--- src/rtl/ext_bus_ctrl.sv ---
module ext_bus_ctrl #(
  parameter int AW  = 22,
  parameter int NCS = 4,
  parameter int MW  = 8
) (
  input  logic              clk,
  input  logic              rst_n,
  input  logic [1:0]        div_sel,
  input  logic [NCS*AW-1:0] cs_base,
  input  logic [NCS*AW-1:0] cs_mask,
  input  logic [NCS*4-1:0]  cs_wait,
  input  logic [NCS-1:0]    cs_hs,
  input  logic              mon_en,
  input  logic [MW-1:0]     mon_limit,
  input  logic              req,
  input  logic              req_we,
  input  logic              req_wide,
  input  logic [AW-1:0]     req_addr,
  input  logic [31:0]       req_wdata,
  output logic              ack,
  output logic              err,
  output logic [31:0]       rdata,
  output logic [AW-1:0]     eb_addr,
  output logic [15:0]       eb_dout,
  output logic              eb_oe,
  input  logic [15:0]       eb_din,
  output logic [NCS-1:0]    eb_cs_n,
  output logic              eb_rd_n,
  output logic              eb_we_n,
  input  logic              eb_ta_n
);
  localparam int IW = $clog2(NCS > 1 ? NCS : 2);
  localparam logic [MW-1:0] MONE = 1;
  localparam logic [AW-1:0] HSTEP = 2;

  typedef enum logic [1:0] {IDLE, ACC, NEXT} st_t;
  st_t st;

  logic [1:0]    dcnt, dlim;
  logic          tick;
  logic          hit;
  logic [IW-1:0] hidx, rid, lid;
  logic          we_q, wide_q, hi_q;
  logic [31:0]   wd_q;
  logic [AW-1:0] a_q;
  logic [3:0]    wcnt, lwait;
  logic [MW-1:0] mcnt;
  logic [15:0]   lo_q;
  logic          hs_sel, done, tout;
  logic [NCS-1:0] lcs;

  // bus clock enable
  assign dlim = (div_sel == 2'd0) ? 2'd0 : (div_sel == 2'd1) ? 2'd1 : 2'd3;
  assign tick = (dcnt >= dlim);

  always_ff @(posedge clk or negedge rst_n)
    if (!rst_n) dcnt <= '0;
    else        dcnt <= tick ? 2'd0 : dcnt + 2'd1;

  // region decode, lowest index wins
  always_comb begin
    hit  = 1'b0;
    hidx = '0;
    for (int i = NCS - 1; i >= 0; i--)
      if ((req_addr & cs_mask[i*AW +: AW]) == (cs_base[i*AW +: AW] & cs_mask[i*AW +: AW])) begin
        hit  = 1'b1;
        hidx = IW'(i);
      end
  end

  assign lid    = (st == IDLE) ? hidx : rid;
  assign lwait  = cs_wait[int'(lid)*4 +: 4];
  assign lcs    = ~(NCS'(1) << lid);
  assign hs_sel = cs_hs[rid];
  assign done   = hs_sel ? !eb_ta_n : (wcnt == 4'd0);
  assign tout   = hs_sel && mon_en && ((mcnt + MONE) == mon_limit);

  always_ff @(posedge clk or negedge rst_n) begin
    if (!rst_n) begin
      st      <= IDLE;
      ack     <= 1'b0;
      err     <= 1'b0;
      rdata   <= '0;
      eb_addr <= '0;
      eb_dout <= '0;
      eb_oe   <= 1'b0;
      eb_cs_n <= '1;
      eb_rd_n <= 1'b1;
      eb_we_n <= 1'b1;
      rid     <= '0;
      we_q    <= 1'b0;
      wide_q  <= 1'b0;
      hi_q    <= 1'b0;
      wd_q    <= '0;
      a_q     <= '0;
      wcnt    <= '0;
      mcnt    <= '0;
      lo_q    <= '0;
    end else begin
      ack <= 1'b0;
      err <= 1'b0;
      if (tick) begin
        case (st)
          IDLE: if (req) begin
            if (!hit) begin
              ack <= 1'b1;
              err <= 1'b1;
            end else begin
              rid     <= hidx;
              we_q    <= req_we;
              wide_q  <= req_wide;
              wd_q    <= req_wdata;
              a_q     <= req_addr;
              hi_q    <= 1'b0;
              eb_cs_n <= lcs;
              eb_addr <= req_addr;
              eb_rd_n <= req_we;
              eb_we_n <= !req_we;
              eb_oe   <= req_we;
              eb_dout <= req_wdata[15:0];
              wcnt    <= lwait;
              mcnt    <= '0;
              st      <= ACC;
            end
          end
          NEXT: begin
            hi_q    <= 1'b1;
            eb_cs_n <= lcs;
            eb_addr <= a_q + HSTEP;
            eb_rd_n <= we_q;
            eb_we_n <= !we_q;
            eb_oe   <= we_q;
            eb_dout <= wd_q[31:16];
            wcnt    <= lwait;
            mcnt    <= '0;
            st      <= ACC;
          end
          ACC: begin
            if (done || tout) begin
              eb_cs_n <= '1;
              eb_rd_n <= 1'b1;
              eb_we_n <= 1'b1;
              eb_oe   <= 1'b0;
            end
            if (done) begin
              if (wide_q && !hi_q) begin
                lo_q <= eb_din;
                st   <= NEXT;
              end else begin
                if (!we_q) rdata <= wide_q ? {eb_din, lo_q} : {16'h0000, eb_din};
                ack <= 1'b1;
                st  <= IDLE;
              end
            end else if (tout) begin
              ack <= 1'b1;
              err <= 1'b1;
              st  <= IDLE;
            end else begin
              if (wcnt != 4'd0) wcnt <= wcnt - 4'd1;
              mcnt <= mcnt + MONE;
            end
          end
          default: st <= IDLE;
        endcase
      end
    end
  end


  pins_stable_chk: assert property (@(posedge clk) disable iff (!rst_n)
    !tick |=> ($stable(eb_cs_n) && $stable(eb_addr) && $stable(eb_dout) &&
               $stable(eb_oe) && $stable(eb_rd_n) && $stable(eb_we_n)));

  one_cs_chk: assert property (@(posedge clk) disable iff (!rst_n) $onehot0(~eb_cs_n));

  strobe_excl_chk: assert property (@(posedge clk) disable iff (!rst_n) !(!eb_rd_n && !eb_we_n));

  drive_on_write_chk: assert property (@(posedge clk) disable iff (!rst_n) eb_oe |-> !eb_we_n);

  ack_pulse_chk: assert property (@(posedge clk) disable iff (!rst_n) ack |=> !ack);

  err_with_ack_chk: assert property (@(posedge clk) disable iff (!rst_n) err |-> ack);

  err_release_chk: assert property (@(posedge clk) disable iff (!rst_n) (ack && err) |-> (&eb_cs_n));
endmodule

--- config.mk ---
export PLATFORM = sky130hd
export DESIGN_NAME = ext_bus_ctrl
export DESIGN_NICKNAME = d
export VERILOG_FILES = /design/src/rtl/ext_bus_ctrl.sv
export SDC_FILE = /design/constraint.sdc
export NUM_CORES = 1
export LEC_CHECK = 0
export BUFFER_PORTS_ARGS = -buffer_cell sky130_fd_sc_hd__clkbuf_2
export CAP_MARGIN = 15
export CORE_MARGIN = 5
export CORE_UTILIZATION = 53
export CTS_CLUSTER_DIAMETER = 120
export DETAILED_ROUTE_END_ITERATION = 10
export HOLD_SLACK_MARGIN = 0.06
export PLACE_DENSITY = 0.93
export SETUP_SLACK_MARGIN = 0.4
export SLEW_MARGIN = 20
export SYNTH_ARGS = -nofsm -noshare
export SYNTH_HDL_FRONTEND = slang
export SYNTH_SLANG_ARGS = --single-unit
export TNS_END_PERCENT = 5
--- constraint.sdc ---
create_clock -name clk -period 7.5 [get_ports clk]
set_clock_uncertainty 0.05 [all_clocks]
set_input_delay 1.125 -clock clk [delete_from_list [all_inputs] [get_ports clk]]
set_output_delay 1.125 -clock clk [all_outputs]
set_load 0.05 [all_outputs]
# Word-level counts from Yosys, hierarchy flattened
# Index checks and enable logic that the tools add are counted.
[totals]
reg_bits = 170
in_bits = 283
out_inout_bits = 79
elab_cells = 141
[classes]
add_sub_neg = 4
order_cmp = 2
eq_ne = 15
shift = 2
mux = 65
bitwise_logic = 11
reduce_logical = 22
[op_table]
columns = ["op", "count"]
rows = [
  ["$and 22x22->22", 8],
  ["$eq 22x22->1", 4],
  ["$mux 22", 2],
  ["$pmux 22 s2", 1],
  ["$mux 16", 2],
  ["$mux 32", 1],
  ["$mux 4", 8],
  ["$mux 8", 4],
  ["$pmux 16 s2", 1],
  ["$mux 2", 13],
  ["$pmux 4 s3", 2],
  ["$pmux 8 s3", 1],
  ["$add 22x2->22 const B", 1],
  ["$mux 1", 22],
  ["$reduce_and 4->1", 4],
  ["$shiftx 16x5->4", 1],
  ["$ne 2x2->1 const B", 6],
  ["$reduce_and 5->1", 2],
  ["$pmux 1 s3", 3],
  ["$add 8x1->8 const B", 1],
  ["$eq 8x8->1", 1],
  ["$reduce_and 7->1", 1],
  ["$pmux 1 s2", 3],
  ["$pmux 2 s3", 1],
  ["20 further kinds", 28],
]

# Longest topological paths before layout
# Gate-level depths: netlist of the first run.
[depth]
ltp_word = 12
mapped_depth = 13

# Worst setup path after synthesis of the first run
# OpenSTA, ideal clock, no wires.
[synth_timing]
kind = "input port to flip-flop"
start = "input port div_sel[1]"
end = "register lo_q[0]"
arrival_time_ns = 3.187
setup_slack_ns = 4.138
stages = 8
path_buffers = 2
cell_sequence = "or2_2 > ha_1 > nand2b_1 > a21oi_1 > or3_1 > buf_2 > buf_2 > mux2_2"
[synth_via]
elab_chain_len = 5
word_cells_on_any_way = 6
[synth_rtl]
columns = ["item", "line_no", "rtl"]
rows = [
  ["start: declaration", "8", "input logic [1:0] div_sel,"],
  ["$eq 2x1->1", "53", "assign dlim = (div_sel == 2'd0) ? 2'd0 : (div_sel == 2'd1) ? 2'd1 : 2'd3;"],
  ["$mux 2", "53", ""],
  ["$mux 2 *", "53", ""],
  ["$ge 2x2->1 *", "54", "assign tick = (dcnt >= dlim);"],
  ["$reduce_and 4->1 (no line) *", "-", ""],
  ["end signal: assignment", "147", "lo_q <= eb_din;"],
  ["end: declaration", "48", "logic [15:0] lo_q;"],
]
# Mark *: on every way between the ends. The rest lies on a longest branch, timed or not.
# A chain may end at the register's enable or synchronous reset.

# Final worst setup path of the first run
[layout_timing]
start = "input port div_sel[1]"
end = "register wcnt[2]"
[layout_via]
elab_chain_len = 5
word_cells_on_any_way = 6
[layout_rtl]
columns = ["item", "line_no", "rtl"]
rows = [
  ["$eq 2x1->1", "53", ""],
  ["$mux 2", "53", ""],
  ["$mux 2 *", "53", ""],
  ["$ge 2x2->1 *", "54", ""],
  ["$reduce_and 7->1 (no line) *", "-", ""],
  ["end signal: assignment", "121", "wcnt <= lwait;"],
  ["end signal: assignment", "134", "wcnt <= lwait;"],
  ["end signal: assignment", "159", "if (wcnt != 4'd0) wcnt <= wcnt - 4'd1;"],
  ["end: declaration", "46", "logic [3:0] wcnt, lwait;"],
]
# Marked as above.

==> metrics.yaml, run 1 <==
status: "finished, final reports clean"
initial_core_util_pct: 54.2
cts_tree: "yes"
initialDrtViolationCount: 566
powerDensity_nw_per_um2: 328
r2r-start: "mcnt[0]"
synthCells: 868
rsz0062_at_grt: "no"
cp_data_arrival_time_ps: 3990
synth-seq-cells: 154
clk_latency_ps: 430
netlist_area_sq_um: 9050
start_kind: "primary input"
fin_crit_sh_pct: 49.9
drt-vias-per-instance: 5.64
fin_crit_ps: 3740
ys.warnings.count: 0
layout.area.seq_sq_um: 3860
design.die.area_sq_um: 19800
portBuffers: 361
swShare_pct: 45.7
end_kind: "register"
synth_area_leader_cell: "dfrtp_1"
area_growth_pct: 26.7
rows: 47
synth_fp_nets: 1161
vias: 8058
hold_start: "rdata[17]"
grt_pass1_wl_mm: 46.1
numCtsBuffers: 17
grt_antenna_before_repair: 1
rrSetupSlack_ps: 4050
cts_buffer_depth: 2
coreArea_sq_um: 16700
worst_pin_slew_ps: 931
crit_start: "div_sel[1]"
path_clk_slew_ps: 70
synth_top_area_share_pct: 40.9
final_cells: 1428
fillerInstances: 1247
pwr-share-comb_pct: 43.8
dp_hpwl_mm: 23.0
grt_max_degree: 89
final_cell_mix: "clkbuf_2, dfrtp_1, xor2_1, nand2_1, nor2_1"
layout_commonest_cell: "clkbuf_2"
syn_area_per_cell_sq_um: 10.4
critPathMaxFanout: 21
multiInputGateArea_sq_um: 4800
die_h_microns: 141
nets: 1487
dp.cells: 1395
synth_sequential_area_ratio_pct: 42.6
setup_tns_ps: 0
cts-root-buf: "clkbuf_16"
ant_nets: 0
synth_ff_type: "dfrtp_1"
clkSinkCount: 154
setup_violations: 0
postLayoutCoreUtil_pct: 68.7
grt_pass1_vias: 8549
synth_area_leaders: "dfrtp_1, xor2_1, mux2_2"
firstDrtPassIters: 5
htreeDepth: 4
seq_power_share_pct: 32.5
crit_required_ps: 7750
hold_path.class: "reg2reg"
ios: 362
cts_hold_buf: 0
drv_slew: 0
finalHoldViolations: 0
fmax_ghz: 0.267
clockPowerShare_pct: 23.8
maxCapViolCount: 0
wl_per_cell_microns: 20.9
die_w_microns: 141
p_sw_uw: 1720
drcViolationCount: 0
grt-ovfl-total: 0
relSlewSlack_pct: 37.1
post_cts_resized: 0
drt-total-wl_mm: 29.9
ir_drop_mv: 0.211
layout-drive-gt1-share_pct: 42.2
postCtsSetupBuffers: 0
p_leak_uw: 0.00581
synth_cell_types: 56
grt_usage_pct: 30.0
power.internal_uw: 2040
synth_edf_count: 0
gp_congestion: 0.956
crit_type: "in2reg"
ys_async_sr_fraction_pct: 100
-- Yosys cell counts, types with 4 or more instances --
cell      instances
nand2b_1          5
nor3_1           11
mux2i_1          39
a21oi_1          54
nor2_1           56
nand2_1          78
buf_6            10
buf_2            27
o211ai_1          4
xor2_1          106
a31oi_1           5
and3_1            4
dfrtp_1         148
nand4_1          10
xnor2_1          11
clkbuf_1         17
inv_1            13
ha_1             10
dfstp_2           6
nand3_1          34
nor2b_1           4
mux2_2           48
buf_4             5
mux2_4           35
o21ai_0          26
or3_1             8
a22oi_1          44
nor4_2            4
a22o_1            4
and2_1            4
-- final timing paths --
check / endpoint / cells after the start
worst min register to register: rdata[17] / 2
worst min-delay path: rdata[17] / 2
max in group asynchronous: lo_q[15] / 2
min in group asynchronous: mcnt[6] / 1
worst max-delay path: wcnt[2] / 11
worst max register to register: wcnt[2] / 9
-- worst max-delay path, cell delays in order --
cell	delay [ps]
clkbuf_2	90
or2_2	290
ha_1	260
nand2b_1	140
a21oi_1	650
nor3_1	110
nand2_1	140
a211o_1	530
mux2_1	380
a31oi_1	160
o211ai_1	120
-- logic make-up after synthesis --
logic type	Yosys count	share of synthesized area, %
compound gates	153	10.8
buf+inv	73	4.44
xor+xnor	117	11.3
flops	154	42.6
mux	125	16.6
fa+ha+maj	10	1.38
simple gates	236	12.8
-- through the flow --
step | hold WS (ps) | area [sq um] | power (uW) | setup slack (ps)
after floorplan | 407 | 9050 | 2420 | 4140
after global placement | 398 | 10800 | 2810 | 3360
after detailed placement | 405 | 10800 | 2860 | 3330
after CTS | 420 | 11500 | 3770 | 3780
after global routing | 448 | 11500 | 3940 | 3540
final | 417 | 11500 | 3760 | 3760
-- routing by layer --
| metal | vias up | GRT usage (%) | wire length [microns] |
|---|---|---|---|
| li1 | 3693 | - | - |
| met1 | 3922 | 34.6 | 11200 |
| met2 | 363 | 53.1 | 15500 |
| met3 | 80 | 6.10 | 1860 |
| met4 | 0 | 14.5 | 1340 |
| met5 | - | 0 | 0 |
-- flip-flops by register name, indices dropped and copies added (netlist names), 4 cells and up --
register / flops
eb_dout: 16
eb_addr: 22
lo_q: 16
wd_q: 16
a_q: 22
rdata: 32
mcnt: 8
eb_cs_n: 4
wcnt: 4
-- cell type report --
type | instances | area share (%)
diodes | 1 | 0.0218
clock buffers | 17 | 3.71
clock inverters | 15 | 1.75
inverters | 13 | 0.425
multi-input cells | 641 | 41.8
flip-flops and latches | 154 | 33.7
well taps | 220 | 2.40
repair buffers | 367 | 16.2
-- power by group through the flow --
stage               registers [uW]  logic [uW]  clock network, uW
global placement              1210        1600                  0
detailed placement            1230        1640                  0
global route                  1250        1750                944
floorplan                     1750         667                  0
finish                        1220        1640                893
CTS                           1220        1650                902
No activity file was read; power rests on OpenSTA's default activity.
==> run 2: changes to the inputs <==
CORE_ASPECT_RATIO = 1.25   (was default)
CORE_UTILIZATION = 45   (was 53)
PLACE_DENSITY = 0.85   (was 0.93)
clock period = 3.37 ns   (was 7.5 ns; I/O delays follow)
==> run 2 against run 1 <==
Net effect: combinational power rose by 130%; non-clock buffer count increased by 18; die area increased by 17%; via count shrank 0.42%; clock power rose by 110%; cell count is 5.2% higher.
==> metrics.yaml, run 2 (synthesis results as in run 1) <==
topRoutingLayerUsed: "met5"
start_kind: "primary input"
drt-total-wl_mm: 31.2
clockPowerShare_pct: 22.3
crit_buf_inv: 2
powerDensity_nw_per_um2: 712
wl_met3_mm: 2.69
cts_buffer_depth: 2
grt_pass1_vias: 8610
path_cells: "clkbuf_2 > xor2_1 > a22oi_1 > nand4_1 > nor3_4 > nor4_2 > or3_2 > buf_4 > mux2_4"
nets: 1505
path_clk_slew_ps: 70
relSlewSlack_pct: 48.6
finalHoldViolations: 0
layout-drive-gt1-share_pct: 43.6
seq_power_share_pct: 32.4
rrSetupSlack_ps: 520
regMostFlops: "rdata"
portBuffers: 361
end_kind: "register"
drv_slew: 0
crit_type: "in2reg"
die_h_microns: 169
cts-root-buf: "clkbuf_16"
cp_data_arrival_time_ps: 3120
fmax_ghz: 0.351
hold_path.class: "in2async"
dp_hpwl_mm: 25.3
grt_max_degree: 83
p_leak_uw: 0.00588
firstDrtPassIters: 4
area_growth_pct: 29.2
critPathMaxFanout: 15
swShare_pct: 45.3
fin_crit_ps: 2850
ir_drop_mv: 0.396
grt_usage_pct: 27.0
initial_core_util_pct: 45.4
crit_family: "simple AND/OR/NAND/NOR gates"
drcViolationCount: 0
coreArea_sq_um: 20000
wl_per_cell_microns: 20.7
grt_pass1_wl_mm: 46.9
numCtsBuffers: 17
cp_slowest_stage_delay_ps: 640
reg.largest.list: "rdata (32), a_q (22), eb_addr (22)"
initialDrtViolationCount: 494
slowest_stage: "or3_2"
largest_reg_flops: 32
design.die.area_sq_um: 23100
wl_met2_mm: 15.7
vias: 8024
clk_latency_ps: 420
setup_violations: 0
status: "finished, final reports clean"
wirelength_met1_mm: 10.9
drt-vias-per-instance: 5.34
maxCapViolCount: 0
clkSinkCount: 154
fin_crit_sh_pct: 84.6
ios: 362
cts_tree: "yes"
ant_nets: 0
setup_tns_ps: 0
crit_required_ps: 3630
final_cell_mix: "clkbuf_2, dfrtp_1, xor2_1, nand2_1, nor2_1"
pwr-share-comb_pct: 45.3
rows: 58
grt-ovfl-total: 0
total_power_uw: 8330
power.internal_uw: 4560
layout_commonest_cell: "clkbuf_2"
worst_pin_slew_ps: 771
die_w_microns: 137
p_sw_uw: 3770
htreeDepth: 4
grt_antenna_before_repair: 13
gp_congestion: 0.972
rsz0062_at_grt: "no"
[run 2: per-layer routing]
layer	global-route usage (%)	vias up
li1	-	3732
met1	28.4	3846
met2	46.4	340
met3	9.48	94
met4	15.0	12
met5	0	-
[run 2: metrics by stage]
step	instances	utilization, %	setup WS, ps	instance area (sq um)	hold slack [ps]
3_3_place_gp	1460	55.4	143	11100	398
6_report	1502	58.6	518	11700	48.9
2_1_floorplan	868	-	628	9050	160
3_5_place_dp	1460	55.4	128	11100	405
5_1_grt	1499	58.6	383	11700	120
4_1_cts	1495	58.4	457	11700	95.2
[run 2: worst reg2reg max path, stage by stage (launching register included)]
cell,delay [ps]
dfrtp_2,450
ha_4,200
nand3_2,130
or3_1,330
a31oi_1,270
a2bb2oi_2,240
nor4_1,100
a211o_2,350
mux2_1,330
a31oi_1,150
o211ai_1,120
[run 2: layout make-up]
class	count	area, sq um
Sequential cell	154	3860
Tap cell	270	338
Fill cell	1702	8260
Clock buffer	17	425
Antenna cell	7	17.5
Clock inverter	15	154
Inverter	13	48.8
Multi-Input combinational cell	641	4820
Timing Repair Buffer	385	2030
[run 2: power by group through the flow]
stage          Combinational [uW]  Clock (uW)  Sequential [uW]
5_1_grt                      4030        1980             2760
2_1_floorplan                1480           0             3900
6_report                     3770        1860             2700
3_3_place_gp                 3640           0             2700
3_5_place_dp                 3730           0             2720
4_1_cts                      3780        1900             2690
[run 2: path summary, 6_finish.rpt]
check,startpoint,to,cells after the start
worst min register to register,rdata[29],rdata[29],2
max in group asynchronous,rst_n,eb_we_n,2
worst min-delay path,rst_n,rdata[23],1
min in group clk,req_wdata[16],wd_q[16],2
worst max-delay path,req_addr[1],a_q[11],9
worst max register to register,mcnt[0],wcnt[2],10
[run 2: timing repair]
item                                    CTS  global route
gates resized for setup                   3             5
hold buffers                              0             0
endpoints found under the setup margin   12             9
setup buffers                             3             0
pin swaps                                 1             0
gates cloned                              0             0
==> run 3: changes to the inputs <==
CORE_UTILIZATION = 50   (was 45)
PLACE_DENSITY = 0.89   (was 0.85)
clock period = 2.9 ns   (was 3.37 ns; I/O delays follow)
==> run 3 against run 2 <==
Net effect: combinational power grew 27%; final area grew 4.9%; critical endpoint is now wcnt[1]; register-to-register slack lost 260 ps; utilization grew 9.7 points; setup slack lost 290 ps; sequential share of layout area shrank 1.6 points; non-clock buffer count grew 42; via count grew 3.1%; sequential power grew 17%; highest routed layer unchanged; flip-flop and latch count is the same; clock power grew 24%; first-iteration DRC count grew 0.20%.
==> metrics.yaml, run 3 (synthesis results as in run 1) <==
multiInputGateArea_sq_um: 5040
clkSinkCount: 154
crit_type: "in2reg"
vias: 8275
wl_per_cell_microns: 21.1
worst_pin_slew_ps: 749
fin_crit_ps: 2670
critPathMaxFanout: 8
min_to: "wd_q[19]"
finalHoldViolations: 0
design.die.area_sq_um: 20900
die_h_microns: 160
r2r_end: "wcnt[1]"
layout_commonest_cell: "clkbuf_2"
hold_path.class: "in2reg"
drcViolationCount: 0
layout-drive-gt1-share_pct: 47.1
grt_usage_pct: 29.7
clockPowerShare_pct: 22.5
clk_latency_ps: 430
p_sw_uw: 4540
relSlewSlack_pct: 50.1
nets: 1547
grt_max_degree: 77
cts_tree: "yes"
grt_pass1_wl_mm: 47.4
initialDrtViolationCount: 495
power.internal_uw: 5690
r2r_cells: 9
layout.area.seq_sq_um: 3860
setup_tns_ps: 0
grt_pass1_vias: 8918
numCtsBuffers: 17
place_ws_ps: -309
area_growth_pct: 35.6
gp_congestion: 0.933
ant_nets: 0
grt_antenna_before_repair: 2
dp_hpwl_mm: 24.8
r2r-start: "rid[0]"
num_antenna_cells: 0
reg.largest.list: "rdata (32), a_q (22), eb_addr (22)"
crit_required_ps: 3150
holdPathStages: 2
cts_buffer_depth: 2
maxCapViolCount: 0
pwr-share-comb_pct: 46.6
htreeDepth: 4
grt-ovfl-total: 0
rsz0062_at_grt: "yes"
p_leak_uw: 0.00623
fmax_ghz: 0.374
initial_core_util_pct: 50.4
drt-vias-per-instance: 5.54
drv_slew: 0
fin_crit_sh_pct: 92.1
largest_reg_flops: 32
final_cell_mix: "clkbuf_2, dfrtp_1, xor2_1, nand2_1, nor2_1"
start_kind: "primary input"
path_clk_slew_ps: 70
regMostFlops: "rdata"
status: "finished, final reports clean"
end_kind: "register"
layout_setup_ws_ps: 229
powerDensity_nw_per_um2: 834
ir_drop_mv: 0.419
cp_data_arrival_time_ps: 2920
rrSetupSlack_ps: 260
fillerInstances: 1351
ios: 362
die_w_microns: 130
rows: 55
drt-total-wl_mm: 31.5
setup_violations: 0
firstDrtPassIters: 7
cts-root-buf: "clkbuf_16"
total_power_uw: 10200
swShare_pct: 44.4
portBuffers: 361
hold_start: "req_wdata[19]"
coreArea_sq_um: 18000
seq_power_share_pct: 30.9
## run 3: what timing repair did
item / 4_1_cts / 5_1_grt
buffers inserted: 7 / 6
gates cloned: 0 / 0
hold buffers: 1 / 0
pin swaps: 9 / 25
setup endpoints to repair: 117 / 135
endpoints found under the hold margin: 67 / 0
gates resized for setup: 21 / 49
## run 3: area by class of cell
| class | instances | area share [%] |
|---|---|---|
| sequential | 154 | 31.5 |
| clock buffer | 20 | 3.72 |
| multi-input combinational | 641 | 41.0 |
| inverter | 13 | 0.397 |
| tap | 228 | 2.32 |
| clock inverter | 12 | 1.27 |
| timing repair buffer | 427 | 19.8 |
## run 3: worst max path at each step
stage                     cells past startpoint  endpoint    startpoint
after detailed placement                     13   wcnt[1]   req_addr[5]
after global routing                         14   wcnt[3]  req_addr[12]
after global placement                       13   wcnt[2]  req_addr[14]
after floorplan                              10   mcnt[0]       mcnt[0]
final                                        13   wcnt[1]   req_addr[8]
after CTS                                    11   wcnt[1]       mcnt[0]
## run 3: per-stage QoR
step	area, sq um	cells	util (%)	hold slack (ps)
final	12300	1495	68.4	188
after global routing	12300	1495	68.4	174
after floorplan	9060	868	-	89.4
after global placement	11300	1449	62.7	398
after CTS	12000	1489	67.0	176
after detailed placement	11300	1449	62.7	405
## run 3: worst max-delay path, cell delays in order
cell and delay (ps):
clkbuf_2 110, buf_4 170, xor2_1 180, a22oi_1 250, nand4_1 270, nor3_4 310
nor4_4 100, buf_4 160, a211o_4 370, buf_6 150, a21o_1 170, a21oi_2 130
o211ai_1 110
## run 3: per-layer routing
layer	track usage (%)	part of all wire [%]	up-vias
li1	-	-	3813
met1	33.4	36	3970
met2	50.6	52	383
met3	7.22	6.7	105
met4	16.7	5.8	4
met5	0	0.067	-
## run 3: power groups by stage
stage | sequential [uW] | clock [uW] | combinational [uW]
final | 3170 | 2300 | 4770
after detailed placement | 3170 | 0 | 4420
after CTS | 3150 | 2320 | 4580
after global placement | 3130 | 0 | 4320
after global routing | 3230 | 2430 | 5050
after floorplan | 4530 | 0 | 1730
